### config.mk
export PLATFORM = sky130hd
export DESIGN_NAME = wdt_guard
export DESIGN_NICKNAME = d
export VERILOG_FILES = /design/src/rtl/wdt_guard_pkg.sv /design/src/rtl/wdt_busif.sv /design/src/rtl/wdt_tcount.sv /design/src/rtl/wdt_rstpulse.sv /design/src/rtl/wdt_guard.sv
export SDC_FILE = /design/constraint.sdc
export NUM_CORES = 1
export LEC_CHECK = 0
export BUFFER_PORTS_ARGS = -buffer_cell sky130_fd_sc_hd__buf_2
export CAP_MARGIN = 20
export CELL_PAD_IN_SITES_DETAIL_PLACEMENT = 0
export CELL_PAD_IN_SITES_GLOBAL_PLACEMENT = 1
export CORE_MARGIN = 4
export CORE_UTILIZATION = 25
export CTS_BUF_LIST = sky130_fd_sc_hd__clkbuf_8
export DETAILED_ROUTE_END_ITERATION = 16
export PLACE_DENSITY = 0.62
export SYNTH_ARGS = -nofsm -noshare
export SYNTH_HDL_FRONTEND = slang
export SYNTH_SLANG_ARGS = --single-unit
export TNS_END_PERCENT = 5
### constraint.sdc
create_clock -name clk -period 2.2 [get_ports clk]
set_clock_uncertainty 0.15 [all_clocks]
set_input_delay 0.22 -clock clk [delete_from_list [all_inputs] [get_ports clk]]
set_output_delay 0.22 -clock clk [all_outputs]
set_load 0.03 [all_outputs]
### src/rtl/wdt_guard_pkg.sv
package wdt_guard_pkg;
  localparam int BUS_AW = 2;

  typedef enum logic [BUS_AW-1:0] {
    SEL_CNT  = 2'd0,
    SEL_CTL  = 2'd1,
    SEL_RSR  = 2'd2,
    SEL_NONE = 2'd3
  } reg_sel_e;

  localparam int FLAG_BIT  = 7;
  localparam int RSTEN_BIT = 6;
  localparam int KIND_BIT  = 5;
  localparam logic [4:0] RSR_PAD = 5'b11111;

  localparam int RUN_BIT  = 0;
  localparam int MODE_BIT = 1;
endpackage

### src/rtl/wdt_busif.sv
module wdt_busif
  import wdt_guard_pkg::*;
#(
  parameter logic [7:0] PASSWORD = 8'h5A,
  parameter int CNT_W = 8
) (
  input  logic [BUS_AW-1:0] addr,
  input  logic              wr,
  input  logic              rd,
  input  logic [15:0]       wdata,
  input  logic [CNT_W-1:0]  cnt,
  input  logic              run,
  input  logic              wdt_mode,
  input  logic [7:0]        rsr_val,
  output logic              cnt_we,
  output logic              ctl_we,
  output logic              rsr_we,
  output logic              rsr_rd,
  output logic [7:0]        wbyte,
  output logic [7:0]        rdata
);
  logic     key_ok;
  reg_sel_e sel;

  assign key_ok = (wdata[15:8] == PASSWORD);
  assign sel    = reg_sel_e'(addr);
  assign wbyte  = wdata[7:0];

  always_comb begin
    cnt_we = 1'b0;
    ctl_we = 1'b0;
    rsr_we = 1'b0;
    if (wr && key_ok) begin
      unique case (sel)
        SEL_CNT: cnt_we = 1'b1;
        SEL_CTL: ctl_we = 1'b1;
        SEL_RSR: rsr_we = 1'b1;
        default: ;
      endcase
    end
  end

  assign rsr_rd = rd && (sel == SEL_RSR);

  always_comb begin
    rdata = 8'h00;
    if (rd) begin
      unique case (sel)
        SEL_CNT: rdata = 8'(cnt);
        SEL_CTL: rdata = 8'({wdt_mode, run});
        SEL_RSR: rdata = rsr_val;
        default: rdata = 8'h00;
      endcase
    end
  end
endmodule

### src/rtl/wdt_tcount.sv
module wdt_tcount #(
  parameter int CNT_W = 8
) (
  input  logic             clk,
  input  logic             rst_n,
  input  logic             tick,
  input  logic             hold,
  input  logic             cnt_we,
  input  logic             ctl_we,
  input  logic [CNT_W-1:0] cnt_wval,
  input  logic [1:0]       ctl_wval,
  output logic [CNT_W-1:0] cnt,
  output logic             run,
  output logic             wdt_mode,
  output logic             wdt_ovf,
  output logic             ival_ovf
);
  localparam logic [CNT_W-1:0] CNT_MAX = {CNT_W{1'b1}};

  logic wrap;

  assign wrap     = run && tick && (cnt == CNT_MAX) && !hold && !cnt_we;
  assign wdt_ovf  = wrap && wdt_mode;
  assign ival_ovf = wrap && !wdt_mode;

  always_ff @(posedge clk or negedge rst_n) begin
    if (!rst_n) begin
      cnt <= '0;
    end else if (hold || wdt_ovf) begin
      cnt <= '0;
    end else if (cnt_we) begin
      cnt <= cnt_wval;
    end else if (run && tick) begin
      cnt <= cnt + 1'b1;
    end
  end

  always_ff @(posedge clk or negedge rst_n) begin
    if (!rst_n) begin
      run      <= 1'b0;
      wdt_mode <= 1'b0;
    end else if (hold || wdt_ovf) begin
      run      <= 1'b0;
      wdt_mode <= 1'b0;
    end else if (ctl_we) begin
      run      <= ctl_wval[0];
      wdt_mode <= ctl_wval[1];
    end
  end


  wdt_clear_chk: assert property (@(posedge clk) disable iff (!rst_n)
    wdt_ovf |=> (cnt == '0) && !run && !wdt_mode);


  hold_zero_chk: assert property (@(posedge clk) disable iff (!rst_n)
    hold |=> (cnt == '0));


  ival_wrap_chk: assert property (@(posedge clk) disable iff (!rst_n)
    ival_ovf |=> (cnt == '0) && run && !wdt_mode);
endmodule

### src/rtl/wdt_rstpulse.sv
module wdt_rstpulse #(
  parameter int PULSE_LEN = 16
) (
  input  logic clk,
  input  logic rst_n,
  input  logic start,
  input  logic kind_in,
  output logic active,
  output logic kind_out
);
  localparam int PW = $clog2(PULSE_LEN + 1);
  localparam logic [PW-1:0] LEN_V = PW'(PULSE_LEN);

  logic [PW-1:0] remain;

  always_ff @(posedge clk or negedge rst_n) begin
    if (!rst_n) begin
      remain   <= '0;
      kind_out <= 1'b0;
    end else if (start) begin
      remain   <= LEN_V;
      kind_out <= kind_in;
    end else if (remain != '0) begin
      remain <= remain - 1'b1;
    end
  end

  assign active = (remain != '0);


  pulse_start_chk: assert property (@(posedge clk) disable iff (!rst_n)
    start |=> active);


  pulse_cause_chk: assert property (@(posedge clk) disable iff (!rst_n)
    $rose(active) |-> $past(start));
endmodule

### src/rtl/wdt_guard.sv
module wdt_guard
  import wdt_guard_pkg::*;
#(
  parameter int         CNT_W     = 8,
  parameter int         PULSE_LEN = 16,
  parameter logic [7:0] PASSWORD  = 8'h5A
) (
  input  logic              clk,
  input  logic              rst_n,
  input  logic              cnt_tick,
  input  logic [BUS_AW-1:0] bus_addr,
  input  logic              bus_wr,
  input  logic              bus_rd,
  input  logic [15:0]       bus_wdata,
  output logic [7:0]        bus_rdata,
  output logic              sys_rst_o,
  output logic              rst_kind_o,
  output logic              ival_irq_o
);
  logic             cnt_we, ctl_we, rsr_we, rsr_rd;
  logic [7:0]       wbyte;
  logic [CNT_W-1:0] cnt;
  logic             run, wdt_mode, wdt_ovf, ival_ovf;
  logic             flag, rst_en, rst_kind, armed;
  logic [7:0]       rsr_val;

  assign rsr_val = {flag, rst_en, rst_kind, RSR_PAD};

  wdt_busif #(.PASSWORD(PASSWORD), .CNT_W(CNT_W)) u_bus (
    .addr(bus_addr), .wr(bus_wr), .rd(bus_rd), .wdata(bus_wdata),
    .cnt(cnt), .run(run), .wdt_mode(wdt_mode), .rsr_val(rsr_val),
    .cnt_we(cnt_we), .ctl_we(ctl_we), .rsr_we(rsr_we), .rsr_rd(rsr_rd),
    .wbyte(wbyte), .rdata(bus_rdata)
  );

  wdt_tcount #(.CNT_W(CNT_W)) u_cnt (
    .clk(clk), .rst_n(rst_n), .tick(cnt_tick), .hold(sys_rst_o),
    .cnt_we(cnt_we), .ctl_we(ctl_we),
    .cnt_wval(wbyte[CNT_W-1:0]), .ctl_wval(wbyte[1:0]),
    .cnt(cnt), .run(run), .wdt_mode(wdt_mode),
    .wdt_ovf(wdt_ovf), .ival_ovf(ival_ovf)
  );

  wdt_rstpulse #(.PULSE_LEN(PULSE_LEN)) u_pulse (
    .clk(clk), .rst_n(rst_n), .start(wdt_ovf && rst_en),
    .kind_in(rst_kind), .active(sys_rst_o), .kind_out(rst_kind_o)
  );

  // Reset register: only the pin reset touches it.
  always_ff @(posedge clk or negedge rst_n) begin
    if (!rst_n) begin
      flag     <= 1'b0;
      rst_en   <= 1'b0;
      rst_kind <= 1'b0;
      armed    <= 1'b0;
    end else begin
      if (rsr_we) begin
        rst_en   <= wbyte[RSTEN_BIT];
        rst_kind <= wbyte[KIND_BIT];
      end
      if (wdt_ovf)
        flag <= 1'b1;
      else if (rsr_we && !wbyte[FLAG_BIT] && armed)
        flag <= 1'b0;
      if (rsr_we)
        armed <= 1'b0;
      else if (rsr_rd && flag)
        armed <= 1'b1;
    end
  end

  always_ff @(posedge clk or negedge rst_n) begin
    if (!rst_n) ival_irq_o <= 1'b0;
    else        ival_irq_o <= ival_ovf;
  end


  flag_src_chk: assert property (@(posedge clk) disable iff (!rst_n)
    $rose(flag) |-> $past(wdt_ovf));


  set_wins_chk: assert property (@(posedge clk) disable iff (!rst_n)
    wdt_ovf |=> flag);


  clear_proto_chk: assert property (@(posedge clk) disable iff (!rst_n)
    $fell(flag) |-> $past(armed && rsr_we));


  irq_width_chk: assert property (@(posedge clk) disable iff (!rst_n)
    ival_irq_o |=> !ival_irq_o);
endmodule

==> metrics.csv <==
stage,metric,value,unit
die,Core Region,0.00511,mm2
power,Net Switching,0.179,mW
critical_path,Worst path depth,5,
critical_path,reg2reg end,u_cnt.run,
critical_path,CP max stage delay,390,ps
power,internal power,0.547,mW
critical_path,Setup crit end kind,output port,
finish,P&R area growth vs syn,23.7,%
synth,largest cells by area after synthesis,"dfrtp_1 40%, nor2_1 5.7%, mux2i_1 3.8%",
detailed_routing,total vias in the final route,1183,
grt,vias in the first global route,1245,
critical_path,CP top delay family,flip-flops,
clock_network,worst skew pair latency,260,ps
synth,largest family of logic cells by synthesized area,simple AND/OR/NAND/NOR gates,
synth,"area leader, netlist",dfrtp_1,
critical_path,r2r setup slk,300,ps
run_status,status,"finished, final reports clean",
clock_network,clock tree buffer depth,2,
timing,Final Cycle Share,88.8,%
die,die span in x,80.5,um
power,Max VDD drop,0.255,mV
placed_design,gp weighted congestion,0.712,
detailed_routing,drt initial violations,53,
critical_path,CP cell instances,inv_1 > ha_1 > nor4b_4 > inv_1 > buf_2,
synth,Syn Area/Cell,9.11,um2
critical_path,WP data arrival,1580,ps
finish,post-layout util,31.8,%
timing,RSZ-0062 raised after global routing,false,
power,Clock Power Share,35.5,%
clock_network,root buf cell,clkbuf_8,
clock_network,setup bufs post-CTS,0,
critical_path,crit path to,sys_rst_o,
clock_network,cts bufs inserted,3,
grt,initial antenna violation count,0,
critical_path,Worst Path Required,1830,ps
timing,Final Hold Viols,0,
detailed_routing,final WL,3.22,mm
timing,Slew HR,67.6,%
clock_network,Worst-path clk slew,80,ps
grt,gr ovfl total,0,
clock_network,H-tree depth,1,
job,Max Cap Viol,0,
synth,Post-Synth Adder-Cell Area,2.86,%
synth,post-synthesis compound-gate area fraction,13.7,%
power,Gate power share,10.1,%
timing,final setup TNS,0,ps
placed_design,Post-DP HPWL,2.50,mm
synth,YS warnings,0,
die,Die Span Y,80.5,um
power,leakage,0.743,nW
timing,Slew @ Worst Pin,487,ps
critical_path,Critical Path Fanout Max,6,
synth,"top cells by count, synth","21 x dfrtp_1, 20 x nor2_1, 13 x nand2_1",
synth,Yosys reg bits,21,
timing,fin crit period,1950,ps
synth,Unique masters post-synth,41,
synth,dominant synthesized flop cell,dfrtp_1,
synth,Post-Synthesis Net Count,170,
critical_path,most used cell along the critical path,inv_1,
detailed_routing,DRT Pass-1 Iters,4,
critical_path,R2R cell count,5,
power,P per Cell Area,447,mW/mm2
clock_network,CTS Hold Bufs,1,
die,die area,0.00647,mm2
critical_path,Buf/Inv on CP,3,
synth,xor/xnor share of the synthesized area,3.34,%
timing,final setup violation count,0,
power,switch share,24.7,%
synth,async set or reset register ratio after synthesis,100,%
timing,setup ws final,247,ps
synth,Mapped Cells,144,
finish,share of cells above drive strength 1,27.6,%
critical_path,Critical R2R Launch,u_cnt.cnt[0],
detailed_routing,Avg WL per Cell,12.8,um
critical_path,Worst setup startpoint,u_pulse.remain[0],
timing,Peak Freq,512,MHz
power,Tot Pwr,0.727,mW
critical_path,critical path class,reg2out,
detailed_routing,drt via density,4.71,
finish,diodes inserted,0,
grt,pin count of the biggest net entering global routing,22,
die,Std-Cell Rows,26,
synth,post-synthesis instance area,0.00131,mm2
critical_path,critical path's slowest cell,dfrtp_1,
placed_design,placed instance area,0.00157,mm2
power,Seq pwr share,54.4,%
synth,"count leader, synth",dfrtp_1,
die,Top Ports,34,
synth,Simple-Gate Fraction of Synth Area,31.3,%
detailed_routing,DRC errors left,0,
finish,Layout Cell Area excl Fill,0.00162,mm2
grt,GRT Total Usage,11.1,%
clock_network,clk sinks,21,
detailed_routing,"antenna viol nets, final",0,
clock_network,TritonCTS clock tree,yes,
synth,post-synth top area share,40.0,%
placed_design,dpl ws,300,ps
critical_path,CP Launch Type,flop,
worst_hold_path,Hold/Removal Path Class,in2reg,
clock_network,CTS resizes,0,
synth,post-synthesis mux area share,6.39,%
finish,Nets,208,
grt,first-pass GRT wire length,5.69,mm
synth,"EDFF count, synth",0,
synth,sequential share of the synthesized area,40.0,%
die,initial core utilization,25.7,%
timing,Final Max Tran Viols,0,
placed_design,Port Buffer Count,33,
registers in the layout, indices dropped and copies added, names as in the netlist:
name              flops
u_cnt.cnt             8
u_pulse.remain        5
armed                 1
flag                  1
ival_irq_o            1
rst_en                1
rst_kind              1
u_cnt.run             1
u_cnt.wdt_mode        1
u_pulse.kind_out      1
through the flow:
step,hold slack (ps),std cells
6_report,31.5,251
5_1_grt,40.0,251
4_1_cts,27.0,251
3_5_place_dp,64.8,246
3_3_place_gp,60.8,246
2_1_floorplan,-226,144
worst min-delay path, delay by kind of cell:
family | cells | cell delay (ps)
and+or+nand+nor | 1 | 40
buffers and inverters | 1 | 90
AOI/OAI and AO/OA | 1 | 50
layer usage:
layer | vias up | track usage (%) | routed length [um]
met5 | - | 0 | 0
met4 | 0 | 1.35 | 0
met3 | 0 | 2.91 | 131
met2 | 21 | 20.4 | 1640
met1 | 571 | 13.1 | 1450
li1 | 591 | - | -
how the worst min path moves through the flow:
stage	from	end	slack (ps)	cells past startpoint
global placement	rst_n	u_cnt.cnt[2]	60	1
floorplan	rst_n	armed	-230	0
detailed placement	rst_n	u_cnt.cnt[2]	60	1
global route	bus_wdata[3]	u_cnt.cnt[3]	40	3
CTS	bus_wdata[3]	u_cnt.cnt[3]	30	3
finish	bus_wdata[3]	u_cnt.cnt[3]	30	3
power by group through the flow:
stage	Combinational (mW)	Clock [mW]	Sequential, mW
4_1_cts	0.0755	0.271	0.395
2_1_floorplan	0.0334	0	0.402
5_1_grt	0.0834	0.287	0.396
3_5_place_dp	0.0739	0	0.403
3_3_place_gp	0.0733	0	0.403
6_report	0.0733	0.258	0.395
final cells by class:
cell class,instances,area (um2)
Timing Repair Buffer,36,190
Fill cell,561,3480
Clock inverter,1,5.00
Clock buffer,3,41.3
Sequential cell,21,526
Inverter,5,18.8
Multi-Input combinational cell,115,756
Tap cell,70,87.6
kinds of logic (layout without fill, tap and decap cells):
group                      count (synthesis)  after routing
AOI/OAI and AO/OA                         27             27
buffers and inverters                      8             45
and+or+nand+nor                           72             72
muxes                                      8              8
DFF                                       21             21
xor gates and xnor gates                   5              5
adders and majority gates                  3              3
cells in the final DEF (no fill, tap or decap), types with 3 or more instances in the layout:
cell	synthesis	final
and2_1	3	3
nand2_1	13	13
nor3_1	5	5
o21a_1	3	3
o21ai_0	9	9
nand2b_1	3	3
ha_1	3	3
a21oi_1	6	6
buf_2	1	33
xnor2_1	3	3
clkbuf_8	0	3
a211oi_1	4	4
nand3_1	6	6
mux2i_1	5	5
inv_1	5	5
nor2_1	20	20
dfrtp_1	21	21
nor4_1	3	3
nor2b_1	3	3
No activity file was read; power rests on OpenSTA's default activity.
